$ cat src/rtl/arb_pkg.sv
package arb_pkg;
  typedef enum logic [1:0] {
    OWN_IDLE = 2'd0,
    OWN_ENG  = 2'd1,
    OWN_HOST = 2'd2
  } own_e;

  localparam int RSEL_W = 3;
  localparam logic [RSEL_W-1:0] RA_MASK  = 3'd0;
  localparam logic [RSEL_W-1:0] RA_CFG   = 3'd1;
  localparam logic [RSEL_W-1:0] RA_NONE  = 3'd2;
  localparam logic [RSEL_W-1:0] RA_CLEAR = 3'd3;
  localparam int EXT_N = 4;
endpackage

$ cat src/rtl/arb_ctrl.sv
module arb_ctrl
  import arb_pkg::*;
#(
  parameter int ENG_CYC   = 4,
  parameter int STALL_MAX = 90,
  parameter int HOST_MAX  = 75
) (
  input  logic clk,
  input  logic rst_n,
  input  logic host_req,
  input  logic eng_req,
  output logic host_gnt,
  output logic eng_gnt,
  output logic host_fire,
  output logic host_rdy_n,
  output logic eng_ack,
  output logic stall_err,
  output logic host_late
);
  localparam int ECW = $clog2(ENG_CYC + 1);
  localparam int SCW = $clog2(STALL_MAX + 1);
  localparam int HCW = $clog2(HOST_MAX + 1);
  localparam logic [ECW-1:0] E_LOAD = ECW'(ENG_CYC);
  localparam logic [ECW-1:0] E_LAST = ECW'(1);
  localparam logic [SCW-1:0] S_LIM  = SCW'(STALL_MAX);
  localparam logic [HCW-1:0] H_LIM  = HCW'(HOST_MAX);

  own_e           own;
  logic           hdone;
  logic [ECW-1:0] eleft;
  logic [SCW-1:0] scnt;
  logic [HCW-1:0] hcnt;
  logic           waiting;

  assign host_gnt   = (own == OWN_HOST);
  assign eng_gnt    = (own == OWN_ENG);
  assign host_fire  = host_gnt && !hdone;
  assign host_rdy_n = !host_fire;
  assign eng_ack    = eng_gnt && (eleft == E_LAST);
  assign waiting    = host_req && !host_gnt;

  // ownership sequencing: engine wins ties in idle, host follows an engine cycle
  always_ff @(posedge clk) begin
    if (!rst_n) begin
      own   <= OWN_IDLE;
      hdone <= 1'b0;
      eleft <= '0;
    end else begin
      unique case (own)
        OWN_IDLE: begin
          if (eng_req) begin
            own   <= OWN_ENG;
            eleft <= E_LOAD;
          end else if (host_req) begin
            own   <= OWN_HOST;
            hdone <= 1'b0;
          end
        end
        OWN_ENG: begin
          if (eleft == E_LAST) begin
            own   <= host_req ? OWN_HOST : OWN_IDLE;
            hdone <= 1'b0;
          end else begin
            eleft <= eleft - E_LAST;
          end
        end
        OWN_HOST: begin
          if (!hdone) hdone <= 1'b1;
          else if (!host_req) own <= OWN_IDLE;
        end
        default: own <= OWN_IDLE;
      endcase
    end
  end

  // time budget watchdogs
  always_ff @(posedge clk) begin
    if (!rst_n) begin
      scnt      <= '0;
      hcnt      <= '0;
      stall_err <= 1'b0;
      host_late <= 1'b0;
    end else begin
      if (waiting) begin
        if (scnt != S_LIM) scnt <= scnt + SCW'(1);
      end else begin
        scnt <= '0;
      end
      if (waiting && scnt == S_LIM) stall_err <= 1'b1;

      if (host_gnt) begin
        if (hcnt != H_LIM) hcnt <= hcnt + HCW'(1);
      end else begin
        hcnt <= '0;
      end
      if (host_gnt && host_req && hcnt == H_LIM) host_late <= 1'b1;
    end
  end
endmodule

$ cat src/rtl/arb_regs.sv
module arb_regs
  import arb_pkg::*;
#(
  parameter int DW = 16
) (
  input  logic              clk,
  input  logic              rst_n,
  input  logic              mclr_n,
  input  logic              acc_en,
  input  logic              wr_en,
  input  logic [RSEL_W-1:0] sel,
  input  logic [DW-1:0]     wdata,
  input  logic              stat_we,
  input  logic [DW-1:0]     stat_d,
  input  logic [DW-1:0]     ext_rdata,
  output logic [DW-1:0]     rdata,
  output logic [DW-1:0]     cfg_q,
  output logic [DW-1:0]     mask_q,
  output logic [DW-1:0]     stat_q,
  output logic [EXT_N-1:0]  ext_stb
);
  logic clr;

  assign clr = !mclr_n || (wr_en && sel == RA_CLEAR);

  always_ff @(posedge clk) begin
    if (!rst_n) begin
      cfg_q  <= '0;
      mask_q <= '0;
      stat_q <= '0;
    end else if (clr) begin
      cfg_q  <= '0;
      mask_q <= '0;
      stat_q <= '0;
    end else begin
      if (wr_en && sel == RA_MASK) mask_q <= wdata;
      if (wr_en && sel == RA_CFG)  cfg_q  <= wdata;
      if (stat_we)                 stat_q <= stat_d;
    end
  end

  always_comb begin
    if (sel[RSEL_W-1]) begin
      rdata = ext_rdata;
    end else begin
      unique case (sel)
        RA_MASK: rdata = mask_q;
        RA_CFG:  rdata = cfg_q;
        default: rdata = '0;
      endcase
    end
  end

  for (genvar g = 0; g < EXT_N; g++) begin : g_ext
    assign ext_stb[g] = acc_en && sel[RSEL_W-1] && (sel[RSEL_W-2:0] == 2'(g));
  end
endmodule

$ cat src/rtl/arb_ram.sv
module arb_ram #(
  parameter int AW = 6,
  parameter int DW = 16
) (
  input  logic          clk,
  input  logic          we,
  input  logic [AW-1:0] addr,
  input  logic [DW-1:0] wdata,
  output logic [DW-1:0] rdata
);
  localparam int DEPTH = 1 << AW;

  logic [DW-1:0] mem [DEPTH];

  always_ff @(posedge clk) begin
    if (we) mem[addr] <= wdata;
  end

  assign rdata = mem[addr];
endmodule

$ cat src/rtl/shmem_arb.sv
module shmem_arb
  import arb_pkg::*;
#(
  parameter int AW        = 6,
  parameter int DW        = 16,
  parameter int ENG_CYC   = 4,
  parameter int STALL_MAX = 90,
  parameter int HOST_MAX  = 75
) (
  input  logic          clk,
  input  logic          rst_n,
  input  logic          mclr_n,
  input  logic          host_req,
  input  logic          host_reg,
  input  logic          host_we,
  input  logic [AW-1:0] host_addr,
  input  logic [DW-1:0] host_wdata,
  output logic          host_rdy_n,
  output logic          host_gnt,
  output logic [DW-1:0] host_rdata,
  input  logic          eng_req,
  input  logic          eng_we,
  input  logic [AW-1:0] eng_addr,
  input  logic [DW-1:0] eng_wdata,
  output logic          eng_ack,
  output logic          eng_gnt,
  output logic [DW-1:0] eng_rdata,
  input  logic          stat_we,
  input  logic [DW-1:0] stat_d,
  output logic [DW-1:0] cfg_q,
  output logic [DW-1:0] mask_q,
  output logic [DW-1:0] stat_q,
  output logic [3:0]    ext_stb,
  output logic          ext_we,
  input  logic [DW-1:0] ext_rdata,
  output logic          stall_err,
  output logic          host_late
);
  logic          host_fire;
  logic          ram_we;
  logic [AW-1:0] ram_addr;
  logic [DW-1:0] ram_wdata;
  logic [DW-1:0] ram_rdata;
  logic [DW-1:0] reg_rdata;

  arb_ctrl #(
    .ENG_CYC  (ENG_CYC),
    .STALL_MAX(STALL_MAX),
    .HOST_MAX (HOST_MAX)
  ) u_ctrl (
    .clk       (clk),
    .rst_n     (rst_n),
    .host_req  (host_req),
    .eng_req   (eng_req),
    .host_gnt  (host_gnt),
    .eng_gnt   (eng_gnt),
    .host_fire (host_fire),
    .host_rdy_n(host_rdy_n),
    .eng_ack   (eng_ack),
    .stall_err (stall_err),
    .host_late (host_late)
  );

  arb_regs #(.DW(DW)) u_regs (
    .clk      (clk),
    .rst_n    (rst_n),
    .mclr_n   (mclr_n),
    .acc_en   (host_fire && host_reg),
    .wr_en    (host_fire && host_reg && host_we),
    .sel      (host_addr[RSEL_W-1:0]),
    .wdata    (host_wdata),
    .stat_we  (stat_we),
    .stat_d   (stat_d),
    .ext_rdata(ext_rdata),
    .rdata    (reg_rdata),
    .cfg_q    (cfg_q),
    .mask_q   (mask_q),
    .stat_q   (stat_q),
    .ext_stb  (ext_stb)
  );

  // single RAM port steered by the current owner
  assign ram_addr  = eng_gnt ? eng_addr : host_addr;
  assign ram_wdata = eng_gnt ? eng_wdata : host_wdata;
  assign ram_we    = (eng_ack && eng_we) || (host_fire && !host_reg && host_we);

  arb_ram #(.AW(AW), .DW(DW)) u_ram (
    .clk  (clk),
    .we   (ram_we),
    .addr (ram_addr),
    .wdata(ram_wdata),
    .rdata(ram_rdata)
  );

  assign host_rdata = host_reg ? reg_rdata : ram_rdata;
  assign eng_rdata  = ram_rdata;
  assign ext_we     = host_we;
endmodule

$ cat config.mk
export PLATFORM = sky130hd
export DESIGN_NAME = shmem_arb
export DESIGN_NICKNAME = d
export VERILOG_FILES = /design/src/rtl/arb_pkg.sv /design/src/rtl/arb_ctrl.sv /design/src/rtl/arb_regs.sv /design/src/rtl/arb_ram.sv /design/src/rtl/shmem_arb.sv
export SDC_FILE = /design/constraint.sdc
export NUM_CORES = 1
export LEC_CHECK = 0
export ABC_AREA = 1
export BUFFER_PORTS_ARGS = -buffer_cell sky130_fd_sc_hd__buf_2
export CORE_ASPECT_RATIO = 1.1
export CORE_MARGIN = 10
export CORE_UTILIZATION = 50
export CTS_BUF_LIST = sky130_fd_sc_hd__clkbuf_4 sky130_fd_sc_hd__clkbuf_8 sky130_fd_sc_hd__clkbuf_16
export CTS_CLUSTER_DIAMETER = 120
export DETAILED_ROUTE_END_ITERATION = 10
export GPL_TIMING_DRIVEN = 1
export PLACE_DENSITY_LB_ADDON = 0.1
export SYNTH_ARGS = -nofsm -noshare
export SYNTH_HDL_FRONTEND = slang
export SYNTH_SLANG_ARGS = --single-unit
$ cat constraint.sdc
create_clock -name clk -period 4.1 [get_ports clk]
set_clock_uncertainty 0.05 [all_clocks]
set_input_delay 0.41 -clock clk [delete_from_list [all_inputs] [get_ports clk]]
set_output_delay 0.41 -clock clk [all_outputs]
set_load 0.01 [all_outputs]
-- Word level (Yosys, flattened, before mapping)
Memory sizes are Yosys's and may differ from the RTL's.
Index checks and enable logic that the tools add are counted.
- $add $sub $neg: 3
- multiply operators: 0
- div/mod/pow operators: 0
- magnitude comparators: 0
- equality and inequality tests: 20
- shift operators: 0
- muxes and demuxes: 21
- bitwise logic cells: 1
- reductions and logical operators: 37
- operators with widths (kind ; number):
    $mux 16 ; 3
    $pmux 16 s2 ; 1
    $logic_and 1x1->1 ; 19
    $add 7x1->7 const B ; 2
    $eq 7x7->1 const B ; 2
    $ne 7x7->1 const B ; 2
    $mux 2 ; 6
    $ne 2x2->1 const B ; 6
    $reduce_and 4->1 ; 2
    $eq 2x2->1 const B ; 3
    $eq 3x1->1 const B ; 2
    $mux 3 ; 2
    $mux 6 ; 1
    $pmux 2 s3 ; 1
    $pmux 3 s2 ; 1
    $logic_not 1->1 ; 5
    $mux 1 ; 5
    $eq 2x1->1 const B ; 2
    $logic_not 2->1 ; 2
    $reduce_and 2->1 ; 2
    $eq 3x2->1 const B ; 1
    $logic_not 3->1 ; 1
    $ne 3x3->1 const B ; 1
    $pmux 1 s3 ; 1
    other kinds (8) ; 9
- bits in registers: 70
- latch bits: 0
- bits in writable memories: 1024
- memory bits (read-only): 0
- bits of input ports: 85
- logic and storage cells: 93
- memories kept: 1
- memory list (memory ; words ; bits a word ; read ports ; clocked after Yosys merged registers in ; write ports ; line ; source):
    u_ram.mem ; 64 ; 16 ; 1 ; 0 ; 1 ; arb_ram.sv:13 ; logic [DW-1:0] mem [DEPTH];

-- Depth between registers and ports, before layout
Gate-level depths: netlist of the first run.
- depth after elaboration: 7
- depth in mapped cells: 19
- depth with buffers taken out: 16

-- By module
A second synthesis of the first run with hierarchy kept.
- cell total of the unflattened synthesis: 4851
- area total of the unflattened synthesis: 47224.0 µm²
- by module, submodules not included (module ; instances ; cells each ; area an instance (µm²) ; sequential area each (µm²)):
    arb_ram ; 1 ; 4240 ; 43249.0 ; 30749.5
    arb_regs ; 1 ; 330 ; 2207.1 ; 960.9
    arb_ctrl ; 1 ; 150 ; 1108.6 ; 440.4
    shmem_arb ; 1 ; 131 ; 659.4 ; 0.0

-- Worst setup path before layout of the first run
Ideal clock, no wire load.
- path type: register to register
- start point: reg u_ctrl.own[0]
- end point: mem u_ram.mem[0][10] (data pin)
- library setup time: 0.702 ns
- data arrival time: 3.407 ns
- data required time: 3.348 ns
- setup slack: -0.060 ns
- cell stages (with the launch flop): 7
- buffers on the path: 3
- cells stage by stage: dfxtp_1 buf_6 inv_2 nor2_2 buf_4 clkbuf_1 o21ai_0
- word-level cells in the longest chain between the ends: 2
- RTL lines (what ; line ; source):
    from (decl) ; arb_ctrl.sv:28 ; own_e own;
    from (signal assigned) ; arb_ctrl.sv:61 ; own <= host_req ? OWN_HOST : OWN_IDLE;
    $eq 2x1->1 ; arb_ctrl.sv:36 ; assign eng_gnt = (own == OWN_ENG);
    net eng_gnt ; shmem_arb.sv:26 ; output logic eng_gnt,
    $mux 16 ; shmem_arb.sv:84 ; assign ram_wdata = eng_gnt ? eng_wdata : host_wdata;
    net ram_wdata[10] ; shmem_arb.sv:42 ; logic [DW-1:0] ram_wdata;
    to (decl) ; arb_ram.sv:13 ;
The timed path passes the listed nets, and every way through them passes these cells.

-- Worst setup path in the final report of the first run
- start point: reg u_ctrl.own[1]
- end point: out host_rdata[14]
- word-level cells in the longest chain between the ends: 4
- RTL lines (what ; line ; source):
    $eq 2x1->1 ; arb_ctrl.sv:36 ;
    $mux 6 ; shmem_arb.sv:83 ; assign ram_addr = eng_gnt ? eng_addr : host_addr;
    $mem_v2 64x16 ; n/a ;
    $mux 16 ; shmem_arb.sv:95 ; assign host_rdata = host_reg ? reg_rdata : ram_rdata;
    to (decl) ; shmem_arb.sv:20 ; output logic [DW-1:0] host_rdata,
No other way between the ends.

==> flow_summary.ini, run 1 <==
[power_and_ir_drop]
p_leak_nw = 23.5
power_density_nw_per_um2 = 504
power.total_mw = 27.8
vdd_drop_max_uv = 369

[floorplan]
pin_count = 176
die_w_um = 313
start_util_pct = 50.3
die-area_um2 = 107000
die_h_um = 343
core_area_um2 = 94000
rows = 118

[drt]
drtPass1Iterations = 7
first_iter_violations = 4030
drt-met1-wl_um = 59500
wl_um = 145000
dr_wl_met3_um = 11500
vias_per_cell = 5.39
ant_nets = 0
top_layer = met4
detail_route.wl_per_cell_um = 22.5
vias = 34800
dr_wl_met2_um = 68300
detail_route.drc_violations = 0

[outcome]
status = completed

[grt]
grt_use_total_pct = 25.8
antenna_found_initial = 1
grt_overflow_total = 0
grt_max_degree = 135
grt_pass1_wl_um = 210000
grt_pass1_vias = 32600

[clocking]
cts_tree = done
clock_latency_ps = 690
cts_htree_levels = 3
numClockSinks = 1094
clock_path_buffers = 3
clk_pin_slew_ps = 60
cts_buffers = 111
cts-root-buf = clkbuf_16

[finish]
multiInputGateArea_um2 = 13900
final_cell_mix = nand2_1, edfxtp_1, nand3_1, buf_4, buf_2
insertedDiodeCount = 0
num-nets-final = 5198
drive_gt1_share_pct = 12.4
syn2layout_area_growth_pct = 16.5
fillers = 8086
layout_commonest_cell = nand2_1
regArea_um2 = 32200
stdcell_count = 6461

[sta]
slew_headroom_pct = 12.9
layout_min_cycle_time_ps = 3980
max_freq_ghz = 0.251
fin_crit_sh_pct = 97.2
hold_viol_final = 0
maxSlewViolCount = 0
worst_pin_slew_ps = 1300
holdWs_ps = 29.6
finalSetupViolations = 0
grt_setup_unrepaired = no

[setup_path]
critPathKind = flop to output pin
start_kind = flop
cp_max_fo = 34
end_kind = output pin
max_stage_delay_ps = 360
cp_cell_sequence = inv_4 -> nand2_8 -> nand2_2 -> nand2_8 -> buf_12 -> buf_12 -> nand2_1 -> nand2_1 -> nand2_1 -> nand2_1 -> nand2_1 -> nand2_1 -> nor2_1 -> nand2_1 -> nand2_1 -> nand2_1 -> buf_2
arrival_ps = 3520
slowest_stage = dfxtp_2
cp.required_ps = 3640
cp_common_cell = nand2_1

[worst_hold_path]
hold_class = input port to flop

[synth]
synth_cells = 4821
synth_fp_nets = 4911
ys_types = 39
ys_warn_count = 0
yosysSeqAreaShare_pct = 68.0
synth_seq_cells = 1094
syn_area_um2 = 47300
synth_area_per_cell_um2 = 9.81

[placement]
dp_hpwl_um = 85900
io_buffers = 175
place_inst = 6199
routabilityCongestion = 0.912

[job]
cap_violations = 0
-- sequential cells by signal, summed over array words and instances (netlist names) --
register	cells
u_regs.mask_q	16
u_ctrl.scnt	7
u_ctrl.eleft	3
u_ctrl.hdone	1
u_ctrl.host_late	1
u_ctrl.own	2
u_ram.mem	1024
u_regs.stat_q	16
u_regs.cfg_q	16
u_ctrl.stall_err	1
u_ctrl.hcnt	7
-- final cells by class --
| cell class | count | share of cell area, % |
|---|---|---|
| Sequential cell | 1094 | 58.4 |
| Multi-Input combinational cell | 3372 | 25.2 |
| Timing Repair Buffer | 425 | 6.24 |
| Clock buffer | 140 | 5.60 |
| Tap cell | 1260 | 2.86 |
| Clock inverter | 66 | 0.995 |
| Inverter | 104 | 0.723 |
-- through the flow --
step	setup WS [ps]	TNS [ps]	area (um2)	util (%)
after floorplan	-59.6	-34310	47300	-
after global placement	388	0	50600	53.8
after detailed placement	345	0	50600	53.8
after CTS	9.35	0	54600	58.1
after global routing	76.1	0	55100	58.6
final	116	0	55100	58.6
-- logic make-up after synthesis --
kind of cell | synth area share, %
compound gates | 1.39
xor+xnor | 0.0741
fa+ha+maj | 0.132
buf+inv | 3.55
flops | 68.0
simple gates | 26.9
-- cell usage after synthesis, drive strengths merged --
library cell  count  area (um2)
o21ai            58         302
nor4              4        25.0
nand2          2778       10500
nand3           305        1530
xor2              3        26.3
o21bai            1        7.51
nor2            120         458
buf             203        1080
or2               2        12.5
nand4             3        18.8
clkinv            2        7.51
nand3b            2        15.0
o221ai            1        8.76
a311oi            1        8.76
dfxtp            70        1400
o32ai             1        16.3
a21oi            59         295
o22ai             1        6.26
nor3b             2        15.0
inv             102         388
a211oi            1        7.51
xnor2             1        8.76
clkbuf           53         199
edfxtp         1024       30700
a31oi             1        6.26
nor3             18         174
ha                5        62.6
-- metal layers --
metal,vias to the layer above,global-route usage [%]
met2,1387,41.5
li1,16400,-
met5,-,0
met4,0,10.6
met3,230,3.62
met1,16800,35.2
-- critical path, delay by kind of cell, from the launching register on --
family / cells / cell delay, ps
AND/OR/NAND/NOR: 13 / 1800
buffers and inverters: 4 / 640
flip-flops: 1 / 360
-- worst paths after layout --
kind                            end  slack (ps)             start  depth (start not counted)
hold / removal    u_regs.mask_q[12]          30    host_wdata[12]                          3
setup reg to reg  u_ram.mem[55][13]         720     u_ctrl.own[1]                          8
hold reg to reg    u_ctrl.stall_err         390  u_ctrl.stall_err                          2
setup / recovery     host_rdata[14]         120     u_ctrl.own[1]                         17
-- repair_timing --
item | CTS | global route
endpoints found under the setup margin | 31 | 26
setup buffers | 3 | 13
resized for setup | 14 | 31
hold buffers | 29 | 0
cloned | 1 | 10
pin swaps | 2 | 4
hold endpoints to repair | 37 | 0
-- report_power, final --
part	leakage (nW)	switching (mW)	internal [mW]
Combinational	11.9	3.71	1.35
Clock	1.82	4.22	5.86
Sequential	9.79	0.0226	12.6
Power figures use the tool's default switching activity.
==> run 2: changes to the inputs <==
--- a/config.mk
+++ b/config.mk
@@ -15,6 +15,7 @@
 export DETAILED_ROUTE_END_ITERATION = 10
 export GPL_TIMING_DRIVEN = 1
 export PLACE_DENSITY_LB_ADDON = 0.1
+export RECOVER_POWER = 100
 export SYNTH_ARGS = -nofsm -noshare
 export SYNTH_HDL_FRONTEND = slang
 export SYNTH_SLANG_ARGS = --single-unit
==> constraint.sdc (replaced) <==
create_clock -name clk -period 4.1 [get_ports clk]
set_clock_uncertainty 0.05 [all_clocks]
set_input_delay 0.82 -clock clk [delete_from_list [all_inputs] [get_ports clk]]
set_output_delay 0.82 -clock clk [all_outputs]
set_load 0.01 [all_outputs]
==> flow_summary.ini, run 2 (synthesized netlist as in run 1, its figures left out) <==
[floorplan]
die-area_um2 = 107000
core_area_um2 = 94000
start_util_pct = 50.3
rows = 118
die_w_um = 313
pin_count = 176
die_h_um = 343

[power_and_ir_drop]
power.total_mw = 28.6
p_leak_nw = 24.2
power_density_nw_per_um2 = 504
vdd_drop_max_uv = 401

[clocking]
cts_buffers = 112
clock_latency_ps = 700
cts-root-buf = clkbuf_16
numClockSinks = 1094
cts_tree = done
cts_htree_levels = 3
hold_buffers = 0
clock_path_buffers = 3
clk_pin_slew_ps = 60

[job]
cap_violations = 0

[setup_path]
cp.required_ps = 3230
end_kind = output pin
worstReg2RegStart = u_ctrl.own[1]
reg2reg_depth = 11
r2r_slack_ps = 650
start_kind = flop
r2r-end = u_ram.mem[52][11]
arrival_ps = 3190
cp_max_fo = 8
critPathKind = flop to output pin

[finish]
regMostFlops = u_ram.mem
largest_register_ffs = 1024
final_cell_mix = nand2_1, edfxtp_1, nand3_1, buf_4, buf_2
layout_commonest_cell = nand2_1
final_area_um2 = 56800
drive_gt1_share_pct = 15.9
stdcell_count = 6517
num-nets-final = 5254
syn2layout_area_growth_pct = 20.1

[grt]
grt_overflow_total = 0
grt_use_total_pct = 26.8
grt_pass1_vias = 33200
antenna_found_initial = 5
grt_pass1_wl_um = 216000
grt_max_degree = 92

[drt]
vias_per_cell = 5.42
vias = 35300
wl_um = 151000
ant_nets = 0
detail_route.drc_violations = 0
drtPass1Iterations = 5
detail_route.wl_per_cell_um = 23.1
first_iter_violations = 3708

[outcome]
status = completed

[placement]
io_buffers = 175
dp_hpwl_um = 85800
routabilityCongestion = 0.903
place_inst = 6234
place_area_um2 = 51100

[worst_hold_path]
hold_end = u_regs.stat_q[15]
min_from = stat_d[15]
hold_class = input port to flop
min_delay_path_depth = 3

[sta]
max_freq_ghz = 0.246
slew_headroom_pct = 17.2
grt_setup_unrepaired = yes
maxSlewViolCount = 0
layout_min_cycle_time_ps = 4060
worst_pin_slew_ps = 1240
fin_crit_sh_pct = 99.1
hold_viol_final = 0
finalSetupViolations = 0
-- run 2: timing repair --
| action | CTS | global route |
|---|---|---|
| buffers inserted | 15 | 28 |
| gates cloned | 19 | 18 |
| pin swaps | 19 | 45 |
| endpoints found under the hold margin | 0 | 0 |
| resized for setup | 103 | 125 |
| endpoints found under the setup margin | 32 | 30 |
-- run 2: final cells by class --
| class | count | area [um2] |
|---|---|---|
| diodes | 1 | 2.50 |
| fillers | 7808 | 37200 |
| well taps | 1260 | 1580 |
| clock inverters | 64 | 597 |
| multi-input cells | 3371 | 14300 |
| repair buffers | 481 | 4730 |
| clock buffers | 142 | 3030 |
| flip-flops and latches | 1094 | 32200 |
| inverters | 104 | 403 |
-- run 2: metrics by stage --
| step | TNS (ps) | hold WS, ps | utilization [%] | setup WS (ps) |
|---|---|---|---|---|
| after floorplan | -34310 | 389 | - | -59.6 |
| after global placement | -271 | 380 | 54.3 | -183 |
| after detailed placement | -260 | 391 | 54.3 | -171 |
| after CTS | 0 | 289 | 59.4 | 0.183 |
| after global routing | -323 | 319 | 60.4 | -38.8 |
| final | 0 | 323 | 60.4 | 36.2 |
-- run 2: critical path, stage by stage, from the launching register on --
cell	delay, ps
dfxtp_4	380
buf_8	140
inv_2	50
nor2_4	170
nand2_4	160
nand2_8	140
buf_12	160
buf_8	140
buf_6	150
nand2_1	70
nand2_1	50
nand2_1	90
nand2_1	90
nand2_1	90
nand2_2	100
nor2_1	60
nand2_2	150
nand2_1	70
nand2_1	70
buf_2	130
-- run 2: worst max-delay path by stage --
stage / start / to / slack, ps
after detailed placement: eng_addr[0] / host_rdata[14] / -170
after global placement: eng_addr[0] / host_rdata[14] / -180
after CTS: u_ctrl.own[1] / host_rdata[14] / 0.2
after global routing: u_ctrl.own[0] / host_rdata[9] / -40
after floorplan: u_ctrl.own[0] / u_ram.mem[0][10] / -60
final: u_ctrl.own[0] / host_rdata[12] / 40
-- run 2: routing by layer --
metal	track usage, %	routed length, um	up-vias
met5	0	0	-
met4	10.7	5700	0
met3	3.94	11900	260
met2	43.6	72000	1486
met1	36.0	61000	17100
li1	-	-	16500
-- run 2: power by group --
group	internal, mW	total, mW	switching (mW)
sequential	12.6	12.6	0.0186
clock	5.85	10.1	4.27
combinational	1.87	5.89	4.03
total	20.3	28.6	8.32
